[config.mk]
export PLATFORM = sky130hd
export DESIGN_NAME = rx_status_sequencer
export DESIGN_NICKNAME = d
export VERILOG_FILES = /design/src/rtl/rxs_pkg.sv /design/src/rtl/rxs_status_store.sv /design/src/rtl/rxs_read_arbiter.sv /design/src/rtl/rx_status_sequencer.sv
export SDC_FILE = /design/constraint.sdc
export NUM_CORES = 1
export LEC_CHECK = 0
export BUFFER_PORTS_ARGS = -buffer_cell sky130_fd_sc_hd__buf_2
export CAP_MARGIN = 20
export CELL_PAD_IN_SITES_DETAIL_PLACEMENT = 2
export CELL_PAD_IN_SITES_GLOBAL_PLACEMENT = 2
export CORE_MARGIN = 5
export CORE_UTILIZATION = 28
export DETAILED_ROUTE_END_ITERATION = 16
export PLACE_DENSITY = 0.76
export SETUP_SLACK_MARGIN = 0.4
export SYNTH_ARGS = -nofsm -noshare
export SYNTH_HDL_FRONTEND = slang
export SYNTH_SLANG_ARGS = --single-unit
export TNS_END_PERCENT = 10
[constraint.sdc]
create_clock -name clk -period 1.8 [get_ports clk]
set_input_delay 0.27 -clock clk [delete_from_list [all_inputs] [get_ports clk]]
set_output_delay 0.27 -clock clk [all_outputs]
set_load 0.01 [all_outputs]
[src/rtl/rxs_pkg.sv]
package rxs_pkg;
  localparam int CNT_W = 12;
  localparam int CTR_W = 8;

  typedef struct packed {
    logic [CTR_W-1:0] coll_ctr;
    logic [CTR_W-1:0] runt_ctr;
    logic             ovfl;
    logic             coll;
    logic             fram;
    logic             fcs;
    logic [CNT_W-1:0] count;
  } rx_stat_t;

  localparam int STAT_W = $bits(rx_stat_t);
endpackage

[src/rtl/rxs_status_store.sv]
module rxs_status_store #(
  parameter int DATA_W = 8,
  parameter int NBYTES = 4
) (
  input  logic                 clk,
  input  logic                 rst,
  input  logic                 capture,
  input  rxs_pkg::rx_stat_t    stat_in,
  input  logic [1:0]           advance,
  output logic                 pend,
  output logic [$clog2(NBYTES)-1:0] idx,
  output logic [DATA_W-1:0]    byte_cur,
  output logic [DATA_W-1:0]    byte_nxt
);
  localparam int IDX_W  = $clog2(NBYTES);
  localparam int SUM_W  = IDX_W + 2;
  localparam int WORD_W = DATA_W * NBYTES;

  logic [WORD_W-1:0] word_q;
  logic [DATA_W-1:0] lanes [NBYTES];
  logic [SUM_W-1:0]  idx_sum;
  logic [SUM_W-1:0]  idx_nxt;

  generate
    for (genvar g = 0; g < NBYTES; g++) begin : g_lane
      assign lanes[g] = word_q[g*DATA_W +: DATA_W];
    end
  endgenerate

  assign idx_sum  = SUM_W'(idx) + SUM_W'(advance);
  assign idx_nxt  = SUM_W'(idx) + SUM_W'(1);
  assign byte_cur = lanes[idx];
  assign byte_nxt = (idx_nxt < SUM_W'(NBYTES)) ? lanes[idx_nxt[IDX_W-1:0]] : '0;

  always_ff @(posedge clk) begin
    if (rst) begin
      pend   <= 1'b0;
      idx    <= '0;
      word_q <= '0;
    end else if (!pend) begin
      if (capture) begin
        pend   <= 1'b1;
        idx    <= '0;
        word_q <= WORD_W'(stat_in);
      end
    end else if (idx_sum >= SUM_W'(NBYTES)) begin
      pend <= 1'b0;
      idx  <= '0;
    end else begin
      idx <= idx_sum[IDX_W-1:0];
    end
  end

  p_capture_r1: assert property (@(posedge clk) disable iff (rst)
    (capture && !pend) |=> pend);
  p_ignore_busy_r8: assert property (@(posedge clk) disable iff (rst)
    (capture && pend) |=> $stable(word_q));
  p_idle_pos_r11: assert property (@(posedge clk) disable iff (rst)
    !pend |-> (idx == '0));
  p_hold_pos_r9: assert property (@(posedge clk) disable iff (rst)
    (pend && advance == 2'd0) |=> (pend && $stable(idx)));
  p_drain_r3: assert property (@(posedge clk) disable iff (rst)
    (pend && idx == IDX_W'(NBYTES-1) && advance != 2'd0) |=> !pend);
endmodule

[src/rtl/rxs_read_arbiter.sv]
module rxs_read_arbiter #(
  parameter int NBYTES = 4
) (
  input  logic                      clk,
  input  logic                      rst,
  input  logic                      pend,
  input  logic [$clog2(NBYTES)-1:0] idx,
  input  logic                      stat_rd,
  input  logic                      fifo_rd,
  input  logic                      fifo_direct,
  input  logic                      data_avail,
  output logic                      stat_take,
  output logic                      fifo_take,
  output logic                      fifo_pop,
  output logic [1:0]                advance
);
  localparam int IDX_W = $clog2(NBYTES);

  logic last_byte;
  logic left_after_stat;

  always_comb begin
    last_byte       = (idx == IDX_W'(NBYTES-1));
    stat_take       = stat_rd && pend;
    left_after_stat = pend && !(stat_take && last_byte);
    fifo_pop        = fifo_rd && data_avail && (fifo_direct || !pend);
    fifo_take       = fifo_rd && fifo_direct && !data_avail && left_after_stat;
    advance         = {1'b0, stat_take} + {1'b0, fifo_take};
  end

  p_one_path_r6: assert property (@(posedge clk) disable iff (rst)
    !(fifo_pop && fifo_take));
  p_idle_no_take_r7: assert property (@(posedge clk) disable iff (rst)
    !pend |-> (advance == 2'd0));
endmodule

[src/rtl/rx_status_sequencer.sv]
module rx_status_sequencer #(
  parameter int DATA_W = 8,
  parameter int NBYTES = 4
) (
  input  logic        clk,
  input  logic        rst,
  input  logic        frame_done,
  input  logic [11:0] frame_count,
  input  logic        flag_ovfl,
  input  logic        flag_coll,
  input  logic        flag_fram,
  input  logic        flag_fcs,
  input  logic [7:0]  runt_cnt,
  input  logic [7:0]  coll_cnt,
  output logic        frame_busy,
  input  logic        fifo_direct,
  input  logic        stat_rd,
  output logic [7:0]  stat_rdata,
  input  logic        fifo_rd,
  input  logic        fifo_data_avail,
  input  logic [7:0]  fifo_din,
  output logic        fifo_pop,
  output logic [7:0]  fifo_rdata
);
  localparam int IDX_W = $clog2(NBYTES);

  rxs_pkg::rx_stat_t   stat_in;
  logic                pend;
  logic [IDX_W-1:0]    idx;
  logic [DATA_W-1:0]   byte_cur;
  logic [DATA_W-1:0]   byte_nxt;
  logic                stat_take;
  logic                fifo_take;
  logic [1:0]          advance;

  always_comb begin
    stat_in.count    = frame_count;
    stat_in.ovfl     = flag_ovfl;
    stat_in.coll     = flag_coll;
    stat_in.fram     = flag_fram;
    stat_in.fcs      = flag_fcs;
    stat_in.runt_ctr = runt_cnt;
    stat_in.coll_ctr = coll_cnt;
  end

  rxs_status_store #(.DATA_W(DATA_W), .NBYTES(NBYTES)) u_store (
    .clk(clk), .rst(rst), .capture(frame_done), .stat_in(stat_in),
    .advance(advance), .pend(pend), .idx(idx),
    .byte_cur(byte_cur), .byte_nxt(byte_nxt)
  );

  rxs_read_arbiter #(.NBYTES(NBYTES)) u_arb (
    .clk(clk), .rst(rst), .pend(pend), .idx(idx),
    .stat_rd(stat_rd), .fifo_rd(fifo_rd), .fifo_direct(fifo_direct),
    .data_avail(fifo_data_avail), .stat_take(stat_take),
    .fifo_take(fifo_take), .fifo_pop(fifo_pop), .advance(advance)
  );

  assign frame_busy = pend;

  always_ff @(posedge clk) begin
    if (rst) begin
      stat_rdata <= '0;
      fifo_rdata <= '0;
    end else begin
      stat_rdata <= stat_take ? byte_cur : '0;
      if (fifo_pop)
        fifo_rdata <= fifo_din;
      else if (fifo_take)
        fifo_rdata <= stat_take ? byte_nxt : byte_cur;
      else
        fifo_rdata <= '0;
    end
  end

  p_refuse_r4: assert property (@(posedge clk) disable iff (rst)
    (fifo_rd && !fifo_direct && frame_busy) |-> !fifo_pop);
  p_refuse_data_r4: assert property (@(posedge clk) disable iff (rst)
    (fifo_rd && !fifo_direct && frame_busy) |=> (fifo_rdata == 8'h00));
  p_idle_stat_zero_r7: assert property (@(posedge clk) disable iff (rst)
    (stat_rd && !frame_busy) |=> (stat_rdata == 8'h00));
  p_data_pass_r5: assert property (@(posedge clk) disable iff (rst)
    fifo_pop |=> (fifo_rdata == $past(fifo_din)));
endmodule

==> impl_metrics.csv <==
group,metric,value,unit
setup_path,worstPathMaxFanout,8,
placed_design,pre_cts_slack,47.60,ps
clock_network,cts_buffers,5,
clock_network,cts_tree,"done",
synth,syn_avg_cell_area,9.674,um^2
sta,setup_violations,0,
placed_design,place.gp.congestion,0.7538,
cells_and_area,diodes,0,
detailed_routing,routed_wl,7.181,mm
setup_path,arrival,1840,ps
power,finalPower,2.225,mW
clock_network,clockBufferDepth,2,
global_route,antenna_found_initial,0,
detailed_routing,vias,2024,
global_route,grt_start_max_net_pins,33,
setup_path,crit_path_frequent_cell,"buf_12",
sta,finClkSkew,7.362,ps
synth,yosys_warnings,0,
setup_path,cp_top_family,"multiplexers",
synth,synthArstFlopShare,0,%
power,p_leak,1.237,nW
setup_path,critPathCaptureType,"register",
placed_design,dp_hpwl,5.142,mm
cells_and_area,final_core_util,36.47,%
cells_and_area,final_layout_size_suffix_gt1_share,37.26,%
synth,yosysMostFrequentCell,"nand2_1",
setup_path,cp.buffers_inverters,3,
power,cellPowerDensity,738.6,nW/um^2
floorplan,fp.dieH,102.2,um
synth,syn_nets,297,
cells_and_area,final_nets,364,
sta,fmax,603.4,MHz
sta,tightest_slew,456.1,ps
detailed_routing,viasPerCell,4.831,
synth,ys_types,33,
clock_network,cts_max_level,2,
clock_network,clk_pin_slew,100,ps
cells_and_area,syn_to_final_growth,26.55,%
synth,seq_area_frac_synth,42.90,%
detailed_routing,wl_per_cell,17.14,um
floorplan,core,8258,um^2
flow_run,drv_cap,0,
synth,syn_area,2380,um^2
setup_path,critPathRequiredTime,1980,ps
synth,synthTopCellsByArea,"dfxtp_1, mux4_1, nand2_1",
synth,synth_edf_count,0,
synth,yosysTopAreaCellShare,42.90,%
setup_path,cp_cell_sequence,"buf_6 > buf_12 > buf_12 > mux4_2 > mux2i_2 > o2bb2ai_1",
detailed_routing,drt_iter0_drc,53,
floorplan,initial_core_util,28.82,%
synth,synth_top_area_cell,"dfxtp_1",
clock_network,clock-sinks,51,
global_route,grt_usage,13.90,%
synth,synth_ff_type,"dfxtp_1",
sta,period_share,92.07,%
synth,synth_cells,246,
detailed_routing,ant_nets,0,
sta,max_slew_margin,69.59,%
setup_path,crit_slowest_cell,"mux4_2",
floorplan,die_w,102.2,um
outcome,status,"complete, no violations",
clock_network,clk_latency,310,ps
setup_path,max_stage_delay,520,ps
sta,maxSlewViolCount,0,
global_route,grt_pass1_vias,2312,
floorplan,ios,65,
power,ir_worst_vdd,313.4,uV
detailed_routing,first_pass_iters,4,
synth,ys_ff_latch,51,
floorplan,rows,33,
detailed_routing,drc,0,
min_path,hold_path.class,"in -> reg",
setup_path,crit_type,"reg -> reg",
sta,report.final.hold_viol_count,0,
sta,finalCriticalPeriod,1657,ps
clock_network,cts_root_buffer,"clkbuf_8",
sta,setup-tns-final,0,ps
setup_path,cp-start-kind,"register",
floorplan,die-area,10440,um^2
synth,ys_top_cells_by_count,"nand2_1, dfxtp_1, a21oi_1",
sta,fin_ws,142.7,ps
global_route,grt_overflow,0,
placed_design,port_buffers,64,
sta,rsz0062_at_grt,"yes",
global_route,grt_pass1_wl,11.37,mm
## state kept, by name (all words and copies together) (netlist names)
name and cells:
u_store.word_q 32, fifo_rdata 8, stat_rdata 8, u_store.idx 2, u_store.pend 1
## timing repair
item / CTS / global route
cloned: 0 / 1
hold buffers: 0 / 0
setup buffers: 2 / 6
endpoints found under the setup margin: 21 / 52
resized for setup: 8 / 14
pin swaps: 5 / 2
## worst reg2reg max path: stages, from the launching register on
cell and delay (ps):
dfxtp_4 380, buf_6 120, buf_12 120, buf_12 130
mux4_2 530, mux2i_2 170, o2bb2ai_1 80
## worst paths after layout
kind / slack [ps] / depth (start not counted) / startpoint / endpoint
worst max-delay path: 140 / 6 / u_store.idx[0]$_SDFFE_PP0P_ / fifo_rdata[3]$_SDFF_PP0_
worst min-delay path: 160 / 2 / fifo_din[0] / fifo_rdata[0]$_SDFF_PP0_
worst max register to register: 140 / 6 / u_store.idx[0]$_SDFFE_PP0P_ / fifo_rdata[3]$_SDFF_PP0_
worst min register to register: 480 / 2 / u_store.word_q[24]$_SDFFE_PP0P_ / u_store.word_q[24]$_SDFFE_PP0P_
## report_power, final
part / switching (mW) / internal (mW)
Combinational: 0.176 / 0.163
Clock: 0.394 / 0.271
Sequential: 0.0410 / 1.18
Total: 0.610 / 1.61
## area by class of cell
class,count,area [um^2]
Timing Repair Buffer,82,513.0
Sequential cell,51,1027
Clock inverter,3,20.02
Inverter,4,17.52
Tap cell,105,131.4
Clock buffer,5,68.82
Multi-Input combinational cell,169,1234
Fill cell,963,5246
## through the flow
stage	cell area, um^2	hold slack (ps)	cells
floorplan	2389	386.9	246
global placement	2803	449.5	402
detailed placement	2803	467.5	402
CTS	2927	157.6	412
global route	3012	158.4	419
finish	3012	160.8	419
## cells by family after synthesis
logic type	count (synthesis)	share of synthesized area (%)
buf+inv	26	5.678
compound gates	54	13.46
fa+ha+maj	4	2.419
mux	22	18.72
simple gates	89	16.82
flops	51	42.90
## per-layer routing
metal	wire (um)	track usage [%]	vias up
li1	-	-	988
met1	3332	18.85	974
met2	3421	22.49	60
met3	374	2.253	2
met4	54	4.844	0
met5	0	0	-
## layout by cell type (no fill, tap or decap), types with 3 or more instances in the layout
| cell type | n |
|---|---|
| nor2_1 | 3 |
| dfxtp_1 | 48 |
| clkbuf_8 | 5 |
| buf_6 | 4 |
| a21oi_1 | 38 |
| mux2i_1 | 6 |
| nor2b_1 | 9 |
| buf_4 | 11 |
| o2bb2ai_1 | 8 |
| buf_2 | 64 |
| nand2_1 | 66 |
| mux4_2 | 13 |
(Power assumes the default switching activity.)
